$ cat src/rtl/scratch_ldst_pkg.sv
package scratch_ldst_pkg;

    // Geometry of the scratchpad
    localparam int WORD_W  = 6;
    localparam int LINES   = 4;
    localparam int SLOTS   = 2;

    // Instruction layout
    localparam int OP_W    = 3;
    localparam int IDX_W   = 5;
    localparam int INSTR_W = OP_W + 1 + IDX_W;

    // Derived address widths
    localparam int LINE_AW = $clog2(LINES);
    localparam int SLOT_AW = $clog2(SLOTS);
    localparam int WORD_AW = LINE_AW + SLOT_AW;
    localparam int WORDS   = LINES * SLOTS;

    // Bit positions inside the instruction
    localparam int OP_LSB   = IDX_W + 1;
    localparam int MODE_BIT = IDX_W;

    // Opcode values
    localparam logic [OP_W-1:0] OPC_LOAD  = 3'b101;
    localparam logic [OP_W-1:0] OPC_STORE = 3'b110;

    typedef logic [WORD_W-1:0] word_t;

    typedef struct packed {
        logic               rd;
        logic               wr;
        logic               dbl;
        logic [LINE_AW-1:0] line;
        logic [SLOT_AW-1:0] slot;
        logic               range_err;
    } req_t;

    typedef struct packed {
        logic  we_lo;
        logic  we_hi;
        word_t d_lo;
        word_t d_hi;
        logic  err;
    } resp_t;

    // Turn a raw instruction into an access request
    function automatic req_t decode_instr(input logic valid,
                                          input logic [INSTR_W-1:0] ins);
        req_t                r;
        logic [OP_W-1:0]     op;
        logic [IDX_W-1:0]    idx;
        op  = ins[INSTR_W-1:OP_LSB];
        idx = ins[IDX_W-1:0];
        r.rd  = valid && (op == OPC_LOAD);
        r.wr  = valid && (op == OPC_STORE);
        r.dbl = ins[MODE_BIT];
        if (ins[MODE_BIT]) begin
            r.line      = idx[LINE_AW-1:0];
            r.slot      = '0;
            r.range_err = (r.rd || r.wr) && (|idx[IDX_W-1:LINE_AW]);
        end else begin
            r.line      = idx[WORD_AW-1:SLOT_AW];
            r.slot      = idx[SLOT_AW-1:0];
            r.range_err = 1'b0;
        end
        return r;
    endfunction

endpackage

$ cat src/rtl/scratch_ldst_decode.sv
module scratch_ldst_decode
    import scratch_ldst_pkg::*;
(
    input  logic               ins_valid,
    input  logic [INSTR_W-1:0] ins,
    output req_t               req
);
    always_comb begin
        req = decode_instr(ins_valid, ins);
    end

    always_comb begin
        assert (!(req.rd && req.wr)) else $error("p_one_op_r2 violated");
    end
endmodule

$ cat src/rtl/scratch_ldst_bank.sv
module scratch_ldst_bank
    import scratch_ldst_pkg::*;
(
    input  logic  clk,
    input  logic  rst,
    input  req_t  req,
    input  word_t lo_in,
    input  word_t hi_in,
    output word_t rd_lo,
    output word_t rd_hi
);
    word_t                   mem [LINES][SLOTS];
    logic [WORDS*WORD_W-1:0] mem_flat;

    for (genvar l = 0; l < LINES; l++) begin : g_line
        for (genvar s = 0; s < SLOTS; s++) begin : g_slot
            logic  wen;
            word_t wdat;
            always_comb begin
                wen  = req.wr && (req.line == l[LINE_AW-1:0]) &&
                       (req.dbl || (req.slot == s[SLOT_AW-1:0]));
                wdat = (req.dbl && (s != 0)) ? hi_in : lo_in;
            end
            always_ff @(posedge clk) begin
                if (rst)      mem[l][s] <= '0;
                else if (wen) mem[l][s] <= wdat;
            end
            assign mem_flat[(l*SLOTS+s)*WORD_W +: WORD_W] = mem[l][s];
        end
    end

    always_comb begin
        if (req.dbl) begin
            rd_lo = mem[req.line][0];
            rd_hi = mem[req.line][SLOTS-1];
        end else begin
            rd_lo = mem[req.line][req.slot];
            rd_hi = '0;
        end
    end

    p_idle_keeps_r9: assert property (@(posedge clk) disable iff (rst)
        !req.wr |=> $stable(mem_flat));

    p_single_store_r5: assert property (@(posedge clk) disable iff (rst)
        (req.wr && !req.dbl) |=>
        mem_flat[({$past(req.line), $past(req.slot)})*WORD_W +: WORD_W] == $past(lo_in));

    p_double_store_r6: assert property (@(posedge clk) disable iff (rst)
        (req.wr && req.dbl) |=>
        mem_flat[({$past(req.line), {SLOT_AW{1'b1}}})*WORD_W +: WORD_W] == $past(hi_in));
endmodule

$ cat src/rtl/scratch_ldst_resp.sv
module scratch_ldst_resp
    import scratch_ldst_pkg::*;
(
    input  logic  clk,
    input  logic  rst,
    input  req_t  req,
    input  word_t rd_lo,
    input  word_t rd_hi,
    output resp_t resp
);
    resp_t nxt;

    always_comb begin
        nxt       = '0;
        nxt.we_lo = req.rd;
        nxt.we_hi = req.rd && req.dbl;
        nxt.d_lo  = req.rd ? rd_lo : '0;
        nxt.d_hi  = (req.rd && req.dbl) ? rd_hi : '0;
        nxt.err   = req.range_err;
    end

    always_ff @(posedge clk) begin
        if (rst) resp <= '0;
        else     resp <= nxt;
    end

    p_hi_with_lo_r4: assert property (@(posedge clk) disable iff (rst)
        resp.we_hi |-> resp.we_lo);

    p_store_silent_r5: assert property (@(posedge clk) disable iff (rst)
        req.wr |=> (!resp.we_lo && !resp.we_hi));

    p_err_double_only_r7: assert property (@(posedge clk) disable iff (rst)
        resp.err |-> $past(req.dbl && (req.rd || req.wr)));

    p_enable_after_load_r10: assert property (@(posedge clk) disable iff (rst)
        resp.we_lo |-> $past(req.rd));
endmodule

$ cat src/rtl/scratch_ldst.sv
module scratch_ldst
    import scratch_ldst_pkg::*;
(
    input  logic               clk,
    input  logic               rst,
    input  logic               ins_valid,
    input  logic [INSTR_W-1:0] ins,
    input  logic [WORD_W-1:0]  r6_in,
    input  logic [WORD_W-1:0]  r7_in,
    output logic               r6_we,
    output logic [WORD_W-1:0]  r6_wdata,
    output logic               r7_we,
    output logic [WORD_W-1:0]  r7_wdata,
    output logic               idx_err
);
    req_t  req;
    word_t rd_lo, rd_hi;
    resp_t resp;

    scratch_ldst_decode u_dec (
        .ins_valid (ins_valid),
        .ins       (ins),
        .req       (req)
    );

    scratch_ldst_bank u_bank (
        .clk   (clk),
        .rst   (rst),
        .req   (req),
        .lo_in (r6_in),
        .hi_in (r7_in),
        .rd_lo (rd_lo),
        .rd_hi (rd_hi)
    );

    scratch_ldst_resp u_resp (
        .clk   (clk),
        .rst   (rst),
        .req   (req),
        .rd_lo (rd_lo),
        .rd_hi (rd_hi),
        .resp  (resp)
    );

    assign r6_we    = resp.we_lo;
    assign r7_we    = resp.we_hi;
    assign r6_wdata = resp.d_lo;
    assign r7_wdata = resp.d_hi;
    assign idx_err  = resp.err;

    p_reset_quiet_r1: assert property (@(posedge clk)
        rst |=> (!r6_we && !r7_we && !idx_err && r6_wdata == '0 && r7_wdata == '0));
endmodule

$ cat config.mk
export PLATFORM = sky130hd
export DESIGN_NAME = scratch_ldst
export DESIGN_NICKNAME = d
export VERILOG_FILES = /design/src/rtl/scratch_ldst_pkg.sv /design/src/rtl/scratch_ldst_decode.sv /design/src/rtl/scratch_ldst_bank.sv /design/src/rtl/scratch_ldst_resp.sv /design/src/rtl/scratch_ldst.sv
export SDC_FILE = /design/constraint.sdc
export NUM_CORES = 1
export LEC_CHECK = 0
export BUFFER_PORTS_ARGS = -buffer_cell sky130_fd_sc_hd__buf_2
export CAP_MARGIN = 5
export CORE_ASPECT_RATIO = 0.7
export CORE_MARGIN = 2
export CORE_UTILIZATION = 50
export DETAILED_ROUTE_END_ITERATION = 7
export PLACE_DENSITY = 0.77
export REMOVE_ABC_BUFFERS = 1
export SYNTH_ARGS = -nofsm -noshare
export SYNTH_HDL_FRONTEND = slang
export SYNTH_SLANG_ARGS = --single-unit
$ cat constraint.sdc
create_clock -name clk -period 1.44 [get_ports clk]
set_clock_uncertainty 0.05 [all_clocks]
set_input_delay 0.144 -clock clk [delete_from_list [all_inputs] [get_ports clk]]
set_output_delay 0.144 -clock clk [all_outputs]
set_load 0.02 [all_outputs]
After elaboration in Yosys (flattened, before gate mapping)
Memory sizes are Yosys's and may differ from the RTL's.
Index checks and enable logic that the tools add are counted.
{"block": "totals", "rom_bits": 0, "output_inout_bits": 15, "wordCells": 89, "inputBits": 24, "regBits": 15, "latchBits": 0, "mem_bits_rw": 48, "memories": 1}
{"name": "u_bank.mem", "depth": 4, "width": 12, "rd": 1, "rd_clocked_by_memory_dff": 0, "write_ports": 4, "line": "scratch_ldst_bank.sv:12", "rtl": "word_t mem [LINES][SLOTS];"}
{"block": "classes", "addsub": 0, "reduce_logical": 24, "mux": 40, "eq_ne": 5, "bitwise": 13, "div_mod_pow": 0, "magnitude_cmp": 1, "shifts": 0, "n_mul": 0}
{"cell": "$mux 6", "n": 13}
{"cell": "$mux 1", "n": 26}
{"cell": "$logic_and 1x1->1", "n": 16}
{"cell": "$or 1x1->1", "n": 8}
{"cell": "$eq 3x3->1 const B", "n": 2}
{"cell": "$reduce_or 3->1", "n": 2}
{"cell": "$eq 2x2->1 const B", "n": 2}
{"cell": "$mux 4", "n": 1}
{"cell": "$not 1->1", "n": 4}
{"cell": "$reduce_or 2->1", "n": 2}
{"cell": "$logic_or 1x1->1", "n": 3}
{"cell": "$eq 2x1->1 const B", "n": 1}
{"cell": "$ge 2x2->1 const B", "n": 1}
{"cell": "$logic_not 2->1", "n": 1}
{"cell": "$not 1->2", "n": 1}

Longest topological paths before layout
Gate-level depths: netlist of run 1.
{"block": "depth", "depth_word": 12, "mapped_depth": 6, "ltp_nobuf": 4}

By module
A second synthesis of run 1 with hierarchy kept.
{"block": "unflattened", "hier_cells": 227, "area_unflattened_um2": 3303.2}
{"mod": "scratch_ldst_bank", "seq_area_each_um2": 1441.4, "cells_per_inst": 184, "area_per_inst_um2": 2775.2, "n_inst": 1}
{"mod": "scratch_ldst_resp", "seq_area_each_um2": 300.3, "cells_per_inst": 32, "area_per_inst_um2": 452.9, "n_inst": 1}
{"mod": "scratch_ldst_decode", "seq_area_each_um2": 0.0, "cells_per_inst": 11, "area_per_inst_um2": 75.1, "n_inst": 1}

Worst setup path before layout of run 1
No wires, ideal clock.
{"block": "synth_timing", "path_kind": "input -> register", "from": "input port ins[2]", "to": "register, netlist name u_resp.resp[6]", "stages": 5, "path_buffers": 1, "t_required_ns": 1.275, "slack_ns": -0.082, "arrival_ns": 1.357, "setup_ns": 0.115, "cell_sequence": "buf_2 -> nor2b_1 -> a21oi_2 -> mux4_2 -> and2_1"}
{"block": "synth_via", "elab_chain_cells": 2}
{"element": "start, declared", "line": "scratch_ldst.sv:7", "rtl": "input logic [INSTR_W-1:0] ins,"}
{"element": "$mux 4", "line": "scratch_ldst_pkg.sv:57", "rtl": "if (ins[MODE_BIT]) begin"}
{"element": "$mem_v2 4x12"}
No other way between the ends.
A chain may end at the register's enable or synchronous reset.

Worst setup path in the final report of run 1
{"block": "layout_timing", "from": "memory u_bank.mem[1][11] (netlist bit)", "to": "register, netlist name u_resp.resp[12]"}
{"block": "layout_via", "elab_chain_cells": 5}
{"element": "start, declared", "line": "scratch_ldst_bank.sv:12"}
{"element": "$mem_v2 4x12 (*)"}
{"element": "$mux 6 (not written as such) (3 in a row)", "line": "scratch_ldst_bank.sv:37", "rtl": "rd_lo = mem[req.line][req.slot];"}
{"element": "$mux 6 (*)", "line": "scratch_ldst_bank.sv:33", "rtl": "if (req.dbl) begin"}
Mark *: on every way between the ends. The rest lies on a longest branch, timed or not. The select of a mux whose other input is x is not followed.

==> results of run 1 <==
## what timing repair did
| item | in CTS | in global routing |
|---|---|---|
| setup endpoints to repair | 4 | 5 |
| resized for setup | 7 | 3 |
| pin swaps | 5 | 0 |
## final cells by class
type                    instances  area [µm²]  area share
well taps                      78       97.59     0.02446
multi-input cells             182        1370      0.3434
flip-flops and latches         63        1742      0.4365
inverters                       2       7.507    0.001881
clock inverters                 6       85.08     0.02132
repair buffers                 84       560.5      0.1405
clock buffers                  10       127.6     0.03198
## power by group through the flow
stage          combinational [mW]  sequential [mW]  clock (mW)
3_3_place_gp                0.498             2.12           0
2_1_floorplan               0.240             2.10           0
6_report                    0.536             2.09        1.66
4_1_cts                     0.527             2.09        1.69
5_1_grt                     0.579             2.10        1.76
3_5_place_dp                0.515             2.13           0
## through the flow
step,area [µm²],hold WS (ns)
2_1_floorplan,3085,0.2212
3_3_place_gp,3744,0.3976
3_5_place_dp,3744,0.4282
4_1_cts,3983,0.07150
5_1_grt,3990,0.09234
6_report,3990,0.08594
## worst min path at each step
stage / depth (start not counted) / slack (ns) / to
after floorplan: 2 / 0.22 / u_resp.resp[0]$_SDFF_PP0_
after global routing: 2 / 0.09 / u_bank.mem[1][8]$_SDFFCE_PN0P_
final: 3 / 0.09 / u_resp.resp[0]$_SDFF_PP0_
after CTS: 3 / 0.07 / u_resp.resp[0]$_SDFF_PP0_
after global placement: 3 / 0.40 / u_resp.resp[0]$_SDFF_PP0_
after detailed placement: 3 / 0.43 / u_resp.resp[0]$_SDFF_PP0_
## cell usage in the layout, fill, tap and decap left out, types with 6 or more instances in the layout
| cell | n |
|---|---|
| a21o_1 | 9 |
| and2_1 | 32 |
| buf_2 | 38 |
| buf_4 | 44 |
| clkbuf_8 | 9 |
| dfxtp_1 | 15 |
| edfxtp_1 | 48 |
| mux2_2 | 6 |
| mux2i_1 | 9 |
| mux4_2 | 12 |
| nand2_1 | 15 |
| nand3_1 | 7 |
| nor2_1 | 30 |
| nor2b_1 | 9 |
| o21ai_0 | 6 |
## critical path: cells and delay by family, from the launching register on
| family | cells | cell delay [ns] |
|---|---|---|
| AOI/OAI and AO/OA | 3 | 0.54 |
| DFF | 1 | 0.45 |
| muxes | 1 | 0.30 |
## sequential cells by signal, summed over array words and instances (netlist names)
name         count
u_bank.mem      48
u_resp.resp     15
## routing by layer
layer  GRT usage  vias up
li1            -     1132
met3     0.07312       11
met1      0.3896     1161
met2      0.3401      132
met5           0        -
met4     0.07002        0
## cells by family (layout without fill, tap and decap cells)
family                 count (synthesis)  after routing  synth area share
and+or+nand+nor                      108            108            0.1801
muxes                                 30             30            0.1454
buffers and inverters                 18            102           0.03035
DFF                                   63             63            0.5487
AOI/OAI and AO/OA                     44             44           0.09538
==> flow_summary.yaml, run 1 <==
outcome:
  status: "finished with violations"
  violations: "negative setup slack"
worst_setup_path:
  r2r-end: "u_resp.resp[12]$_SDFF_PP0_"
  critPathLaunchType: "register"
  cp_slowest_cell: "edfxtp_1"
  reg2reg_depth: 4
  cp_max_fo: 2
  rr_startpoint: "u_bank.mem[1][11]$_SDFFCE_PN0P_"
  path_cells: "mux2_4 > a211oi_4 > a21oi_1 > o221a_2"
  worstPathArrival_ns: 1.63
  crit_path_max_incr_delay_ns: 0.45
  cp-end-kind: "register"
  worstSetupPathType: "register to register"
  ff2ff_setup_slack_ns: -0.01
  crit_start: "u_bank.mem[1][11]$_SDFFCE_PN0P_"
  required_ns: 1.62
  crit_end: "u_resp.resp[12]$_SDFF_PP0_"
die:
  core_area_um2: 6186
  die_h_um: 70.67
  die_x_um: 99.24
  io_pins: 39
  start_util: 0.5131
  fp-row-count: 24
  die_area_um2: 7012
logic_synthesis:
  ys_warn_count: 0
  synthFlopType: "edfxtp_1"
  synth_edf_count: 48
  synthesis.area_um2: 3174
  synth_top_area_share: 0.4541
  ys_types: 36
  syn_area_per_cell_um2: 12.07
  synth_common_cells: "48 x edfxtp_1, 32 x and2_1, 30 x nor2_1, 15 x dfxtp_1, 15 x nand2_1"
  synth-seq-cells: 63
  ys_seq_area_frac: 0.5487
  synth_area_leaders: "edfxtp_1 45%, dfxtp_1 9.5%, mux4_2 8.5%"
  syn_inst: 263
  ys_async_sr_fraction: 0
  yosysTopAreaCell: "edfxtp_1"
  post-synth-top-count-cell: "edfxtp_1"
layout:
  fin_util: 0.6450
  layout.cells.non_filler: 425
  num-fill-cells: 487
  layout-drive-gt1-share: 0.3689
  syn2layout_area_growth_pct: 25.70
  fin_nets: 366
  antennaDiodeCount: 0
power_and_ir_drop:
  internal-power_mw: 3.274
  net-switching-power_mw: 1.015
  powerDensity_nw_per_um2: 1075
  ir_drop_v: 0.0006512
  power_frac_seq: 0.488
  p_sw_frac: 0.2367
  p_leak_nw: 1.638
  combPwrFrac: 0.125
  clkPwrFrac: 0.387
  power_mw: 4.289
global_routing:
  grt_max_degree: 17
  grt_pass1_vias: 2382
  grt_pass1_wl_um: 12950
  grt_usage: 0.2497
  antenna_found_initial: 0
  grt-ovfl-total: 0
sta:
  drv_slew: 0
  finalSetupViolations: 1
  finalSetupTns_ns: -0.01197
  fmax_ghz: 0.6887
  tightest_slew_ns: 0.5113
  hold_viol: 0
  finalCriticalPeriod_ns: 1.452
  rsz0062_at_grt: "true"
  relSlewSlack: 0.6584
  fin_ws_ns: -0.01197
  fin_crit_sh: 1.008
min_path:
  worstHoldStart: "ins[4]"
  worstHoldPathType: "input pin to register"
placed_design:
  gp_congestion: 0.9079
  dp_worst_setup_slack_ns: -0.1888
  placedCellCount: 409
  portBuffers: 38
  hpwl_um: 6229
cts:
  post_cts_buffers: 0
  clock-root-buffer: "clkbuf_8"
  cts.clk_slew.worst_paths_ns: 0.07
  cts_tree: "built"
  clk_path_buf_depth: 2
  hold_buffers: 0
  htreeDepth: 3
  clock_latency_ns: 0.34
  cts_inserted_buffers: 9
  cts.sinks: 63
route:
  drtIter0Drc: 189
  drc_errors: 0
  wirelength_um: 8050
  routedWlPerCell_um: 18.94
  highest_layer: "met4"
  dr_wl_met3_um: 794
  dr.pass1.iters: 5
  met2_length_um: 3236
  antenna_left: 0
  m1WireLength_um: 3895
  viasPerCell: 5.732
  vias: 2436
job:
  cap_violations: 0
No activity file was read; power rests on OpenSTA's default activity.
==> run 2, diff against run 1 <==
--- a/config.mk
+++ b/config.mk
@@ -9,9 +9,10 @@
 export CAP_MARGIN = 5
 export CORE_ASPECT_RATIO = 0.7
 export CORE_MARGIN = 2
-export CORE_UTILIZATION = 50
+export CORE_UTILIZATION = 35
 export DETAILED_ROUTE_END_ITERATION = 7
-export PLACE_DENSITY = 0.77
+export MAX_ROUTING_LAYER = met4
+export PLACE_DENSITY = 0.59
 export REMOVE_ABC_BUFFERS = 1
 export SYNTH_ARGS = -nofsm -noshare
 export SYNTH_HDL_FRONTEND = slang
==> flow_summary.yaml, run 2 (synthesized netlist as in run 1, its figures left out) <==
route:
  routedWlPerCell_um: 18.22
  viasPerCell: 5.120
  vias: 2427
  antenna_left: 0
  drc_errors: 0
  wirelength_um: 8635
  drtIter0Drc: 185
  dr.pass1.iters: 4
worst_setup_path:
  ff2ff_setup_slack_ns: 0.003
  crit_family: "compound AO/OA/AOI/OAI gates"
  cp-end-kind: "register"
  rr_startpoint: "u_bank.mem[0][10]$_SDFFCE_PN0P_"
  crit_cells: 4
  required_ns: 1.62
  cp_max_fo: 2
  reg2reg_depth: 4
  worstPathArrival_ns: 1.62
  crit_buf_inv: 0
  crit_path_max_incr_delay_ns: 0.45
  critPathLaunchType: "register"
  crit_start: "u_bank.mem[0][10]$_SDFFCE_PN0P_"
  r2r-end: "u_resp.resp[11]$_SDFF_PP0_"
  path_cells: "mux2_4 > a211oi_2 > a31oi_1 > o221a_2"
  cp_slowest_cell: "edfxtp_1"
  worstSetupPathType: "register to register"
  crit_end: "u_resp.resp[11]$_SDFF_PP0_"
outcome:
  status: "complete, no violations"
power_and_ir_drop:
  combPwrFrac: 0.115
  internal-power_mw: 3.834
  power_frac_seq: 0.421
  p_leak_nw: 1.714
  clkPwrFrac: 0.464
  p_sw_frac: 0.2263
  ir_drop_v: 0.0006358
  net-switching-power_mw: 1.121
  powerDensity_nw_per_um2: 1170
layout:
  top_register: "u_bank.mem"
  num-fill-cells: 848
  layout-drive-gt1-share: 0.3886
  fin_nets: 369
  layout_common_cells: "48 x edfxtp_1, 42 x buf_4, 38 x buf_2, 31 x and2_1, 29 x nor2_1"
  layout.cells.non_filler: 474
  antennaDiodeCount: 0
  seqCellArea_um2: 1742
  multi_input_area_um2: 1380
  largest_reg_flops: 48
  syn2layout_area_growth_pct: 33.43
  layout_commonest_cell: "edfxtp_1"
  largestRegisters: "u_bank.mem x48, u_resp.resp x15"
die:
  die_x_um: 117.8
  core_area_um2: 8926
  io_pins: 39
  fp-row-count: 29
  start_util: 0.3556
  die_h_um: 83.68
  die_area_um2: 9860
cts:
  cts.clk_slew.worst_paths_ns: 0.05
  cts.sinks: 63
  clock-root-buffer: "clkbuf_16"
  cts_tree: "built"
  clock_latency_ns: 0.34
  htreeDepth: 3
  cts_inserted_buffers: 9
  clk_path_buf_depth: 2
min_path:
  worstHoldPathType: "input pin to register"
sta:
  fmax_ghz: 0.6960
  hold_viol: 0
  tightest_slew_ns: 0.3730
  fin_ws_ns: 0.003182
  finalSetupTns_ns: 0
  finalSetupViolations: 0
  rsz0062_at_grt: "true"
  fin_crit_sh: 0.9978
  finalCriticalPeriod_ns: 1.437
  relSlewSlack: 0.7494
  drv_slew: 0
global_routing:
  grt_pass1_vias: 2367
  grt_max_degree: 18
  grt_pass1_wl_um: 13470
  antenna_found_initial: 0
  grt_usage: 0.1923
  grt-ovfl-total: 0
placed_design:
  placedCellCount: 458
  hpwl_um: 6557
  gp_congestion: 0.8462
  portBuffers: 38
  dp_worst_setup_slack_ns: -0.2890
job:
  cap_violations: 0
## run 2: cell count changes in the layout (fill, tap and decap cells not counted), moves of 2 or more
cell | previous run | this run
buf_12 | 2 | 6
clkbuf_8 | 9 | 0
o21ai_1 | 5 | 3
clkbuf_16 | 0 | 9
buf_4 | 44 | 42
## run 2: through the flow
step                      area (µm²)    util  power, mW  hold slack, ns
after floorplan                 3085       -      2.340          0.2212
after global placement          3874  0.4340      2.662          0.4063
after detailed placement        3874  0.4340      2.666          0.3997
after CTS                       4210  0.4717      4.986         0.05040
after global routing            4235  0.4745      5.125          0.1046
final                           4235  0.4745      4.955         0.06096
## run 2: power groups by stage
stage                     clock network, mW  registers (mW)  logic (mW)
after global routing                   2.42            2.09       0.614
after detailed placement                  0            2.12       0.548
after CTS                              2.34            2.08       0.560
after global placement                    0            2.12       0.546
after floorplan                           0            2.10       0.240
final                                  2.30            2.09       0.569
## run 2: repair_timing
item / in CTS / in global routing
gates resized for setup: 6 / 8
setup endpoints to repair: 4 / 23
pin swaps: 2 / 2
setup buffers: 0 / 1
hold buffers: 0 / 0
## run 2: layout make-up
cell class              instances  share of cell area
flip-flops and latches         63              0.4112
multi-input cells             182              0.3258
repair buffers                 87              0.1504
clock buffers                  10             0.05406
well taps                     124             0.03663
clock inverters                 6             0.02009
inverters                       2            0.001773
## run 2: how the worst min path moves through the flow
stage                     cells after the start  slack [ns]                        end   start
final                                         3        0.06  u_resp.resp[0]$_SDFF_PP0_  ins[4]
after global routing                          3        0.10  u_resp.resp[0]$_SDFF_PP0_  ins[4]
after CTS                                     3        0.05  u_resp.resp[0]$_SDFF_PP0_  ins[4]
after detailed placement                      3        0.40  u_resp.resp[0]$_SDFF_PP0_  ins[4]
after global placement                        3        0.41  u_resp.resp[0]$_SDFF_PP0_  ins[4]
after floorplan                               2        0.22  u_resp.resp[0]$_SDFF_PP0_  ins[5]
## run 2: per-layer routing
layer,track usage,wire length (µm)
met1,0.2808,3923
met4,0.05367,130
met2,0.2500,3564
met3,0.06762,1016
met5,-,0
## run 2: worst register-to-register path, cell delays in order, from the launching register on
cell and delay (ns):
edfxtp_1 0.45, mux2_4 0.30, a211oi_2 0.17, a31oi_1 0.06
o221a_2 0.29
==> run 3, diff against run 2 <==
--- a/config.mk
+++ b/config.mk
@@ -5,6 +5,7 @@
 export SDC_FILE = /design/constraint.sdc
 export NUM_CORES = 1
 export LEC_CHECK = 0
+export ABC_AREA = 1
 export BUFFER_PORTS_ARGS = -buffer_cell sky130_fd_sc_hd__buf_2
 export CAP_MARGIN = 5
 export CORE_ASPECT_RATIO = 0.7
==> flow_summary.yaml, run 3 <==
route:
  viasPerCell: 4.732
  drc_errors: 0
  antenna_left: 0
  drtIter0Drc: 184
  wirelength_um: 7414
  dr.pass1.iters: 5
  routedWlPerCell_um: 14.59
  vias: 2404
cts:
  cts_inserted_buffers: 9
  clock-root-buffer: "clkbuf_16"
  cts.sinks: 63
  cts.clk_slew.worst_paths_ns: 0.05
  cts_tree: "built"
  clk_path_buf_depth: 2
  clock_latency_ns: 0.34
  htreeDepth: 3
worst_setup_path:
  crit_path_max_incr_delay_ns: 0.51
  cp_slowest_cell: "dlygate4sd3_1"
  crit_cells: 6
  path_cells: "dlygate4sd3_1 > buf_2 > clkinv_1 > buf_6 > nand4_1 > nor2_1"
  ff2ff_setup_slack_ns: 0.44
  rr_startpoint: "u_bank.mem[2][8]$_SDFFCE_PN0P_"
  cp-end-kind: "register"
  worstSetupPathType: "input pin to register"
  cp_max_fo: 12
  worstPathArrival_ns: 1.37
  crit_buf_inv: 4
  crit_end: "u_bank.mem[2][3]$_SDFFCE_PN0P_"
  crit_family: "buffers and inverters"
  required_ns: 1.46
  crit_start: "rst"
  critPathLaunchType: "input pin"
  reg2reg_depth: 4
  r2r-end: "u_resp.resp[9]$_SDFF_PP0_"
die:
  fp-row-count: 27
  die_area_um2: 9128
  core_area_um2: 8006
  die_x_um: 113.3
  start_util: 0.3658
  io_pins: 39
  die_h_um: 80.54
placed_design:
  gp_congestion: 0.8506
  hpwl_um: 5660
  portBuffers: 38
logic_synthesis:
  synth_top_area_share: 0.4921
  synth-seq-cells: 63
  synth_edf_count: 48
  synthesis.area_um2: 2929
  syn_inst: 331
  yosysTopAreaCell: "edfxtp_1"
  post-synth-top-count-cell: "nand2_1"
  ys_async_sr_fraction: 0
  ys_warn_count: 0
  syn_area_per_cell_um2: 8.849
  ys_types: 23
  synth_common_cells: "105 x nand2_1, 69 x nor2_1, 48 x edfxtp_1, 24 x nand3_1, 23 x inv_1"
  synthFlopType: "edfxtp_1"
  synth_area_leaders: "edfxtp_1 49%, nand2_1 13%, dfxtp_1 10%"
  ys_seq_area_frac: 0.5946
global_routing:
  grt_pass1_wl_um: 12060
  grt_pass1_vias: 2278
  antenna_found_initial: 0
  grt-ovfl-total: 0
  grt_usage: 0.1861
  grt_max_degree: 21
layout:
  top_register: "u_bank.mem"
  largestRegisters: "u_bank.mem x48, u_resp.resp x15"
  syn2layout_area_growth_pct: 28.41
  layout-drive-gt1-share: 0.2432
  layout_commonest_cell: "nand2_1"
  antennaDiodeCount: 0
  largest_reg_flops: 48
  fin_nets: 426
  layout_common_cells: "105 x nand2_1, 69 x nor2_1, 48 x edfxtp_1, 38 x buf_2, 30 x buf_4"
sta:
  finalSetupTns_ns: 0
  tightest_slew_ns: 0.5251
  hold_ws_ns: 0.1854
  fmax_ghz: 0.7403
  relSlewSlack: 0.6463
  finalCriticalPeriod_ns: 1.351
  rsz0062_at_grt: "false"
  finalSetupViolations: 0
  drv_slew: 0
  hold_viol: 0
  fin_crit_sh: 0.9380
min_path:
  worstHoldPathType: "input pin to register"
power_and_ir_drop:
  ir_drop_v: 0.0007194
  powerDensity_nw_per_um2: 1247
  p_leak_nw: 1.761
outcome:
  status: "complete, no violations"
job:
  cap_violations: 0
-- run 3: cell types whose count changed after synthesis, sizes merged, moves of 5 or more --
cell   change
a21o       -9
and2      -32
buf        -5
inv       +22
mux2       -9
mux2i      -9
mux4      -12
nand2     +94
nand3     +17
nand4      +8
nor2      +41
nor2b      -9
-- run 3: worst min path at each step --
stage                      start                         to  slack, ns  cells after the start
final                     ins[4]  u_resp.resp[0]$_SDFF_PP0_       0.19                      3
after global routing      ins[4]  u_resp.resp[0]$_SDFF_PP0_       0.22                      3
after CTS                 ins[4]  u_resp.resp[0]$_SDFF_PP0_       0.19                      3
after detailed placement     rst  u_resp.resp[0]$_SDFF_PP0_       0.29                      2
after global placement       rst  u_resp.resp[0]$_SDFF_PP0_       0.30                      2
after floorplan              rst  u_resp.resp[0]$_SDFF_PP0_       0.17                      1
-- run 3: through the flow --
step	utilization	instance area (µm²)	std cells	power (mW)	setup WS [ns]
after floorplan	-	2861	319	2.340	-0.3280
after global placement	0.4301	3443	490	2.580	-0.07932
after detailed placement	0.4301	3443	490	2.584	-0.08798
after CTS	0.4684	3750	507	4.714	0.04343
after global routing	0.4698	3761	508	4.841	0.004205
final	0.4698	3761	508	4.690	0.08926
-- run 3: cell families after synthesis --
group	Yosys count	share of synthesized area
buf+inv	37	0.05510
simple gates	215	0.3212
flops	63	0.5946
compound gates	16	0.02905
-- run 3: metal layers --
metal  share of wire  GRT usage  wire length (µm)
met1            0.50     0.2584              3710
met2            0.40     0.2581              2943
met3           0.089    0.06415               658
met4           0.014    0.05122               102
met5               0          -                 0
-- run 3: timing repair --
item                                   4_1_cts  5_1_grt
resized for setup                            0        1
setup endpoints to repair                    0       11
buffers inserted                             0        1
endpoints found under the hold margin        1        0
hold buffers                                 1        0
-- run 3: area by class of cell --
class                           count  area (µm²)
Clock buffer                       14       285.3
Clock inverter                      2       11.26
Fill cell                         767        4245
Inverter                           25       93.84
Multi-Input combinational cell    231        1026
Sequential cell                    63        1742
Tap cell                          101       126.4
Timing Repair Buffer               72       476.7
-- run 3: tightest hold or removal path: stages --
cell	delay [ns]
buf_2	0.10
nor3_1	0.19
nor4_1	0.09
-- run 3: power breakdown --
part / leakage (nW) / switching, mW / total, mW / internal, mW
registers: 0.578 / 0.0229 / 2.06 / 2.03
clock network: 0.148 / 0.773 / 2.13 / 1.36
logic: 1.04 / 0.318 / 0.499 / 0.181
total: 1.76 / 1.11 / 4.69 / 3.58
